==> src/rtl/xirq_pkg.sv <==
package xirq_pkg;

    typedef enum logic {
        POL_LOW_FALL  = 1'b0,
        POL_HIGH_RISE = 1'b1
    } xirq_pol_e;

    typedef enum logic {
        MODE_EDGE       = 1'b0,
        MODE_EDGE_LEVEL = 1'b1
    } xirq_mode_e;

    typedef struct packed {
        logic up;
        logic down;
    } xirq_pull_t;

    typedef struct packed {
        logic prev_lvl;
    } xirq_edge_st_t;

    typedef struct packed {
        logic flag;
    } xirq_flag_st_t;

endpackage

==> src/rtl/xirq_sync.sv <==
module xirq_sync #(
    parameter int   STAGES    = 2,
    parameter logic RESET_VAL = 1'b0
) (
    input  logic clk,
    input  logic rst_n,
    input  logic d_i,
    output logic q_o
);
    localparam int LAST = STAGES - 1;

    logic [LAST:0] chain_d, chain_q;

    generate
        if (STAGES == 1) begin : g_single
            always_comb chain_d = d_i;
        end else begin : g_multi
            always_comb chain_d = {chain_q[LAST-1:0], d_i};
        end
    endgenerate

    always_ff @(posedge clk or negedge rst_n) begin
        if (!rst_n) chain_q <= {STAGES{RESET_VAL}};
        else        chain_q <= chain_d;
    end

    assign q_o = chain_q[LAST];
endmodule

==> src/rtl/xirq_edge.sv <==
module xirq_edge
    import xirq_pkg::*;
(
    input  logic      clk,
    input  logic      rst_n,
    input  logic      lvl_i,
    input  xirq_pol_e pol_i,
    output logic      active_o,
    output logic      act_edge_o
);
    xirq_edge_st_t st_d, st_q;
    logic          prev_active;

    always_comb begin
        st_d          = st_q;
        st_d.prev_lvl = lvl_i;
        // polarity is applied to both samples, so a polarity change alone is not an edge
        active_o    = (pol_i == POL_HIGH_RISE) ? lvl_i : ~lvl_i;
        prev_active = (pol_i == POL_HIGH_RISE) ? st_q.prev_lvl : ~st_q.prev_lvl;
        act_edge_o  = active_o & ~prev_active;
    end

    always_ff @(posedge clk or negedge rst_n) begin
        if (!rst_n) st_q <= '0;
        else        st_q <= st_d;
    end
endmodule

==> src/rtl/xirq_flag.sv <==
module xirq_flag
    import xirq_pkg::*;
(
    input  logic       clk,
    input  logic       rst_n,
    input  logic       en_i,
    input  xirq_mode_e mode_i,
    input  logic       active_i,
    input  logic       act_edge_i,
    input  logic       clr_i,
    output logic       flag_o
);
    xirq_flag_st_t st_d, st_q;

    always_comb begin
        st_d = st_q;
        if (!en_i) begin
            st_d.flag = 1'b0;
        end else if (act_edge_i) begin
            st_d.flag = 1'b1;                       // set beats a same-cycle clear
        end else if (mode_i == MODE_EDGE_LEVEL && active_i) begin
            st_d.flag = 1'b1;                       // level keeps the flag pinned
        end else if (clr_i) begin
            st_d.flag = 1'b0;
        end
    end

    always_ff @(posedge clk or negedge rst_n) begin
        if (!rst_n) st_q <= '0;
        else        st_q <= st_d;
    end

    assign flag_o = st_q.flag;
endmodule

==> src/rtl/xirq_detect.sv <==
module xirq_detect
    import xirq_pkg::*;
#(
    parameter int SYNC_STAGES = 2
) (
    input  logic clk,
    input  logic rst_n,
    input  logic pin_i,
    input  logic cfg_en_i,
    input  logic cfg_pol_i,
    input  logic cfg_lvl_i,
    input  logic cfg_pull_dis_i,
    input  logic cfg_ie_i,
    input  logic ack_i,
    output logic pull_up_o,
    output logic pull_dn_o,
    output logic pin_lvl_o,
    output logic flag_o,
    output logic irq_o
);
    xirq_pol_e  pol;
    xirq_mode_e mode;
    xirq_pull_t pull;
    logic       sync_lvl;
    logic       active;
    logic       act_edge;
    logic       flag;

    assign pol  = xirq_pol_e'(cfg_pol_i);
    assign mode = xirq_mode_e'(cfg_lvl_i);

    xirq_sync #(
        .STAGES    (SYNC_STAGES),
        .RESET_VAL (1'b0)
    ) u_sync (
        .clk   (clk),
        .rst_n (rst_n),
        .d_i   (pin_i),
        .q_o   (sync_lvl)
    );

    xirq_edge u_edge (
        .clk        (clk),
        .rst_n      (rst_n),
        .lvl_i      (sync_lvl),
        .pol_i      (pol),
        .active_o   (active),
        .act_edge_o (act_edge)
    );

    xirq_flag u_flag (
        .clk        (clk),
        .rst_n      (rst_n),
        .en_i       (cfg_en_i),
        .mode_i     (mode),
        .active_i   (active),
        .act_edge_i (act_edge),
        .clr_i      (ack_i),
        .flag_o     (flag)
    );

    always_comb begin
        pull = '0;
        if (cfg_en_i && !cfg_pull_dis_i) begin
            // pull toward the idle level
            pull.up   = (pol == POL_LOW_FALL);
            pull.down = (pol == POL_HIGH_RISE);
        end
    end

    assign pull_up_o = pull.up;
    assign pull_dn_o = pull.down;
    assign pin_lvl_o = cfg_en_i & sync_lvl;
    assign flag_o    = flag;
    assign irq_o     = flag & cfg_ie_i;
endmodule

==> config.mk <==
export PLATFORM = sky130hd
export DESIGN_NAME = xirq_detect
export DESIGN_NICKNAME = d
export VERILOG_FILES = /design/src/rtl/xirq_pkg.sv /design/src/rtl/xirq_sync.sv /design/src/rtl/xirq_edge.sv /design/src/rtl/xirq_flag.sv /design/src/rtl/xirq_detect.sv
export SDC_FILE = /design/constraint.sdc
export NUM_CORES = 1
export LEC_CHECK = 0
export BUFFER_PORTS_ARGS = -buffer_cell sky130_fd_sc_hd__buf_2
export CORE_AREA = 3 3 40 42
export DETAILED_ROUTE_END_ITERATION = 8
export DIE_AREA = 0 0 43 45
export GPL_ROUTABILITY_DRIVEN = 0
export PLACE_DENSITY_LB_ADDON = 0.08
export SYNTH_ARGS = -nofsm -noshare
export SYNTH_HDL_FRONTEND = slang
export SYNTH_SLANG_ARGS = --single-unit
==> constraint.sdc <==
create_clock -name clk -period 1.1 [get_ports clk]
set_input_delay 0.055 -clock clk [delete_from_list [all_inputs] [get_ports clk]]
set_output_delay 0.055 -clock clk [all_outputs]
set_load 0.05 [all_outputs]
Word-level counts from Yosys, hierarchy flattened
Index checks and enable logic that the tools add are counted.
Widths: inputs -> output; s select.
{"block": "totals", "ff_bits": 4, "inputBits": 9, "out_inout_bits": 5, "elab_cells": 21}
{"block": "op_classes", "n_eq_ne": 1, "n_mux": 7, "bitwise_logic": 7, "reduce_logical": 3}
{"operator": "$mux 1", "n": 6}
{"operator": "$ne 4x1->1 const B", "n": 1}
{"operator": "$not 1->1", "n": 4}
{"operator": "$and 1x1->1", "n": 3}
{"operator": "$logic_and 1x1->1", "n": 2}
{"operator": "$mux 2", "n": 1}
{"operator": "$logic_not 1->1", "n": 1}

Depth between registers and ports, before layout
Gate-level depths: netlist (run 1).
{"block": "depth", "word_depth": 6, "mapped_depth": 3, "mapped_depth_nobuf": 3}

Modules after synthesis
From an unflattened synthesis (run 1), not the netlist that was laid out.
{"block": "hier_totals", "cells_unflattened": 15, "hier_area_um2": 183.9}
{"module": "xirq_edge", "instances": 1, "cells_each": 5, "area_per_inst_um2": 56.3}
{"module": "xirq_sync", "instances": 1, "cells_each": 2, "area_per_inst_um2": 50.0}
{"module": "xirq_flag", "instances": 1, "cells_each": 4, "area_per_inst_um2": 43.8}
{"module": "xirq_detect", "instances": 1, "cells_each": 4, "area_per_inst_um2": 33.8}

Worst setup path after synthesis (run 1)
No wires, ideal clock.
{"block": "synth_path", "path_kind": "in2out", "start": "input cfg_pol_i", "end": "output pull_up_o", "arrival_time_ns": 1.213, "setup_slack_ns": -0.168, "stages": 1, "n_path_buf": 0, "cell_sequence": "nor3b_1"}
{"block": "synth_via", "elab_chain_len": 2}
{"item": "start, declared", "line_no": "xirq_detect.sv:10", "source": "input logic cfg_pol_i,"}
{"item": "$not 1->1", "line_no": "xirq_detect.sv:66", "source": "pull.up = (pol == POL_LOW_FALL);"}
{"item": "$mux 2", "line_no": "xirq_detect.sv:64", "source": "if (cfg_en_i && !cfg_pull_dis_i) begin"}
{"item": "end, declared", "line_no": "xirq_detect.sv:15", "source": "output logic pull_up_o,"}
Every way passes these cells.

Worst setup path after layout (run 1)
{"block": "layout_path", "start": "register u_sync.chain_q[1]", "end": "output pin_lvl_o"}
{"block": "layout_via", "elab_chain_len": 1}
{"item": "start, declared", "line_no": "xirq_sync.sv:12", "source": "logic [LAST:0] chain_d, chain_q;"}
{"item": "start signal, assigned", "line_no": "xirq_sync.sv:23", "source": "if (!rst_n) chain_q <= {STAGES{RESET_VAL}};"}
{"item": "start signal, assigned", "line_no": "xirq_sync.sv:24", "source": "else chain_q <= chain_d;"}
{"item": "$and 1x1->1", "line_no": "xirq_detect.sv:73", "source": "assign pin_lvl_o = cfg_en_i & sync_lvl;"}
{"item": "end, declared", "line_no": "xirq_detect.sv:17", "source": "output logic pin_lvl_o,"}
Every way passes these cells.

==> results.md, run 1 <==
* Compound-Gate Fraction of Synth Area at 0.0752
* H-tree Lvls at 1
* ANT cells at 0
* Crit path buffers/inverters at 1
* Setup ws final at just over 60 ps
* Final wirelength at 378 µm
* Setup violators final at 0
* Peak Freq at 962 MHz
* DR vias/cell at 3.40
* CP Capture Type: output port
* Fin util at 0.243
* Synth Register Bits at 4
* Xor/xnor share of the synthesized area at 0.105
* Worst r2r path cells at 4
* GRT Total Usage at 0.0444
* Commonest non-fill, non-tap cell in the layout: buf_2
* Pre-CTS WS at 210 ps
* Total of max-cap violations at 0
* Clk_lat worst skew at 230 ps
* DIE HEIGHT at 45 µm
* Largest family of logic cells by synthesized area: simple AND/OR/NAND/NOR gates
* Synth area leaders: dfrtp_1 (60%), and3b_1 (5.3%), xnor2_1 (5.3%)
* Worst path slowest cell: dfrtp_1
* First-pass GRT wire length at 572 µm
* Relative slew slack at 0.834
* Vias at 160
* TritonCTS Sinks at 4
* Crit-path leading delay family: flip-flops
* VDD IR max at 678 µV
* Largest net degree at the start of global routing at 5
* CTS tree: done
* Pre-antenna DRT Iters at 1
* Worst Setup EP: pin_lvl_o
* Worst-path clk slew at approximately 40 ps
* CP Cell Sequence: and2_2 -> buf_6
* Pwr/cell area at 1380 mW/mm²
* Slew Viols, Final at 0
* Critical path depth at 2
* Worst Path Arrival at 980 ps
* DRT iter0 DRCs at 0
* Mean Syn Cell Area at about 13 µm²
* CTS max path bufs at 2
* Top cell type's share of synthesized area at 0.602
* Kind of critical path: register to output port
* Crit path time final at 1040 ps
* # IOs at 14
* Initial core utilization at 0.130
* Ys Warns at 0
* Area Growth Syn to Fin at 88.0%
* Die W at 43 µm
* Proportion of layout cells with a drive suffix above 1 at 0.625
* Post-synth top area cell: dfrtp_1
* Sequential cell area fraction in the yosys report at 0.602
* Synth cell types at 10
* Synthesized cell area at 166 µm²
* Placeable Area at between 0.001 and 0.0015 mm²
* Commonest non-fill, non-tap cells in the layout: buf_2 (12), dfrtp_1 (4), clkbuf_4 (3)
* CP max FO at 4
* Start point of the critical path: u_sync.chain_q[1]
* Reg-to-reg startpoint: u_sync.chain_q[1]
* Outcome: completed
* Hold Path Class: primary input to register
* GRT overflow at 0
* Mapped Cells at 13
* Mux contribution to synthesized area at 0
* Measured slew at the worst slew-check pin at around 250 ps
* Slowest stage delay, CP at 400 ps
* Setup Skew at about 2.2 ps
* Leak pwr at roughly 0.16 nW
* Worst EP required at roughly 1000 ps
* Port bufs at 13
* Post-synthesis adder-cell area fraction at 0
* Initial antenna violation count at 0
* # nets final at 43
* Residual DRC count at 0
* FF-to-FF setup slack at 100 ps
* DIE AREA at a little under 0.002 mm²
* Post-Synth Simple-Gate Area at 0.218
* Root buffer cell: clkbuf_4
* CTS Buf Count at 3
* Vias in the first global route at 149
* Period utilization at 0.945
* Post-DRT Antenna Nets at 0
* Worst R2R End: u_flag.flag_o
* Startpoint Class: register
* Synthesized Nets at 22
* TNS Setup at 0 ps
* RSZ-0062 raised after global routing: false
* DR WL/cell at 8.04 µm
* Final Hold Viols at 0
* Row cnt at 13
## sequential cells by signal (all words and copies together) (netlist names)
name            count
u_flag.flag_o       1
u_edge.st_q         1
u_sync.chain_q      2
## cells by family (layout without fill, tap and decap cells)
kind of cell           Yosys count  after routing
AO/OA/AOI/OAI                    2              2
XOR/XNOR                         2              2
buffers and inverters            0             19
flip-flops                       4              4
AND/OR/NAND/NOR                  5              5
## stage by stage
stage               hold slack (ps)  cell area (µm²)  power (mW)  cells
detailed placement             -135              256       0.250     41
floorplan                      -241              173       0.219     13
CTS                             100              302       0.442     46
finish                          100              313       0.432     47
global route                    111              313       0.463     47
global placement               -133              256       0.250     41
## layer usage
| metal | part of all wire | track usage | vias up |
|---|---|---|---|
| li1 | - | - | 82 |
| met1 | 0.39 | 0.0391 | 71 |
| met2 | 0.48 | 0.0599 | 7 |
| met3 | 0.13 | 0.0558 | 0 |
| met4 | 0 | 0.0181 | 0 |
| met5 | 0 | 0 | - |
## worst reg2reg max path, stage by stage, from the launching register on
cell	delay, ps
dfrtp_1	400
buf_4	150
xor2_1	150
o21ai_1	110
a21boi_1	80
## cell usage after synthesis (all sizes together)
library cell,number
a21boi,1
and2,2
and3b,1
dfrtp,4
nand2b,1
nor3b,1
o21ai,1
xnor2,1
xor2,1
## layout make-up
type	instances	area, µm²
repair buffers	16	98.8
multi-input cells	9	72.6
clock buffers	3	22.5
fillers	149	972
flip-flops and latches	4	100
well taps	15	18.8
## where the power goes
group	total, mW	switching (mW)	leakage [nW]	internal, mW
registers	0.162	0.00510	0.0480	0.157
logic	0.0956	0.0568	0.100	0.0388
clock network	0.174	0.0525	0.0138	0.122
total	0.432	0.114	0.162	0.317
## how the worst min path moves through the flow
stage                        end  slack [ps]  depth (start not counted)     start
6_report           u_flag.flag_o         100                          3     ack_i
5_1_grt            u_flag.flag_o         110                          3     ack_i
4_1_cts            u_flag.flag_o         100                          2  cfg_en_i
3_5_place_dp   u_sync.chain_q[0]        -130                          1     rst_n
3_3_place_gp       u_flag.flag_o        -130                          1     rst_n
2_1_floorplan        u_edge.st_q        -240                          0     rst_n
## timing repair
action                                  in CTS  in global routing
pin swaps                                    0                  0
hold buffers                                 2                  0
endpoints found under the setup margin       1                  1
setup buffers                                0                  1
endpoints found under the hold margin        5                  0
gates cloned                                 0                  0
gates resized for setup                      1                  1
Power figures use the tool's default switching activity.
==> run 2, diff against run 1 <==
==> constraint.sdc (replaced) <==
create_clock -name clk -period 1.2 [get_ports clk]
set_input_delay 0.06 -clock clk [delete_from_list [all_inputs] [get_ports clk]]
set_output_delay 0.06 -clock clk [all_outputs]
set_load 0.05 [all_outputs]
==> run 2 against run 1 <==
Clock-buffer cell count stayed put. Global-route usage is 0.25 points higher. Critical path type unchanged. Flip-flop and latch count stayed put. Critical path depth stayed put. Die area stayed put. First-iteration DRC count stayed put. Final cell count is 2.1% lower. Clock skew is 3.0 ps higher. Highest routed layer unchanged. Hold slack worse by 12 ps.
==> results.md, run 2 (synthesis gave the netlist of run 1 again) <==
* GRT Total Usage at 0.0468 (was 0.0444)
* RSZ-0062 raised after global routing: false (unchanged)
* Met1 wire length at 146 µm (was 147 µm)
* TritonCTS Sinks at 4 (unchanged)
* Pre-antenna DRT Iters at 1 (unchanged)
* Pwr/cell area at 1310 mW/mm² (was 1380 mW/mm²)
* Post-DRT Antenna Nets at 0 (unchanged)
* Clk_lat worst skew at 230 ps (about the same)
* First-pass GRT wire length at 558 µm (was 572 µm)
* Initial core utilization at 0.130 (unchanged)
* Row cnt at 13 (unchanged)
* Max Used Layer: met3 (unchanged)
* Commonest non-fill, non-tap cell in the layout: buf_2 (unchanged)
* Port bufs at 13 (unchanged)
* DR WL/cell at 8.13 µm (was 8.04 µm)
* Placeable Area at 0.00128 mm² (unchanged)
* Period utilization at 0.918
* Fin util at 0.232 (was 0.243)
* Top reg by flops: u_sync.chain_q (unchanged)
* # nets final at 42 (was 43)
* Setup violators final at 0 (unchanged)
* Kind of critical path: register to output port (unchanged)
* Proportion of layout cells with a drive suffix above 1 at 0.581 (was 0.625)
* Non-filler cells, final at 46 (was 47)
* DR vias/cell at 3.43 (was 3.40)
* Root buffer cell: clkbuf_4 (unchanged)
* Crit path time final at 1100 ps
* ANT cells at 0 (unchanged)
* CTS tree: done (unchanged)
* H-tree Lvls at 1 (unchanged)
* VDD IR max at 492 µV (was 678 µV)
* Startpoint Class: register (unchanged)
* Residual DRC count at 0 (unchanged)
* Dpl cells at 41 (unchanged)
* CP Capture Type: output port (unchanged)
* Die W at 43 µm (unchanged)
* Commonest non-fill, non-tap cells in the layout: buf_2 (13), dfrtp_1 (4), clkbuf_4 (3) (was buf_2 (12), dfrtp_1 (4), clkbuf_4 (3))
* CP max FO at 4 (unchanged)
* Initial antenna violation count at 0 (unchanged)
* Measured slew at the worst slew-check pin at 251 ps (about the same)
* Finished layout cell area at 298 µm² (was 313 µm²)
* Worst Path Arrival at 1040 ps (was 980 ps)
* Largest net degree at the start of global routing at 5 (unchanged)
* Relative slew slack at 0.834 (about the same)
* CTS Buf Count at 3 (unchanged)
* CTS max path bufs at 2 (unchanged)
* DRT iter0 DRCs at 0 (unchanged)
* Max FFs per register at 2 (unchanged)
* Hold Path Class: primary input to register (unchanged)
* Final Hold Viols at 0 (unchanged)
* # Post-CTS Setup Buffers at 0 (unchanged)
* Slew Viols, Final at 0 (unchanged)
* Area after DPL at 255 µm² (was 256 µm²)
* Setup Skew at 5.23 ps (was 2.22 ps)
* # IOs at 14 (unchanged)
* Area Growth Syn to Fin at 78.9% (was 88.0%)
* Vias at 158 (was 160)
* Vias in the first global route at 137 (was 149)
* Leak pwr at 0.155 nW (was 0.162 nW)
* GRT overflow at 0 (unchanged)
* Final wirelength at 374 µm (was 378 µm)
* Worst-path clk slew at 40 ps (about the same)
* Routed wl met3 at 53 µm (was 49 µm)
* TNS Setup at 0 ps (unchanged)
* Total of max-cap violations at 0 (unchanged)
* DIE AREA at 0.00194 mm² (unchanged)
* DIE HEIGHT at 45 µm (unchanged)
* Worst EP required at 1140 ps (was 1040 ps)
* Peak Freq at slightly above 900 MHz
* Outcome: completed (unchanged)
* Met2 WL post-DR at 174 µm (was 181 µm)
## run 2: cell count changes in the layout (fill, tap and decap cells not counted)
cell    change
buf_4       -1
buf_6       -1
and2_1      +1
buf_2       +1
and2_2      -1
## run 2: final timing paths
path                              startpoint                end  slack, ps  depth (start not counted)
min                                    ack_i      u_flag.flag_o         90                          3
min reg2reg                u_sync.chain_q[0]  u_sync.chain_q[1]        350                          0
max in group asynchronous              rst_n  u_sync.chain_q[1]        910                          2
max                        u_sync.chain_q[1]          pin_lvl_o        100                          2
min in group asynchronous              rst_n        u_edge.st_q        160                          2
max reg2reg                u_sync.chain_q[1]      u_flag.flag_o        320                          3
## run 2: what timing repair did
action	CTS	global route
hold buffers	2	0
gates resized for setup	0	0
endpoints found under the hold margin	5	0
setup endpoints to repair	0	0
## run 2: final cells by class
cell class / count / area (µm²)
clock buffers: 3 / 22.5
flip-flops and latches: 4 / 100
fillers: 146 / 987
multi-input cells: 9 / 71.3
well taps: 15 / 18.8
repair buffers: 15 / 85.1
## run 2: report_power, final
group / internal, mW / leakage, nW / switching [mW]
Clock: 0.111 / 0.0138 / 0.0484
Combinational: 0.0310 / 0.0932 / 0.0505
Sequential: 0.144 / 0.0480 / 0.00504
Total: 0.286 / 0.155 / 0.104
## run 2: metal layers
metal  track usage  up-vias
li1              -       80
met1        0.0463       69
met2        0.0569        9
met3        0.0598        0
met4        0.0181        0
met5             0        -
## run 2: through the flow
stage | worst slack, ps | power [mW] | hold slack [ps]
3_3_place_gp | 322 | 0.228 | -131
3_5_place_dp | 301 | 0.228 | -130
2_1_floorplan | 19.6 | 0.200 | -236
6_report | 98.1 | 0.390 | 87.5
4_1_cts | 77.8 | 0.399 | 84.3
5_1_grt | 39.1 | 0.425 | 102
## run 2: critical path, cell delays in order (launching register included)
cell     delay, ps
dfrtp_1        410
and2_2         200
buf_2          200
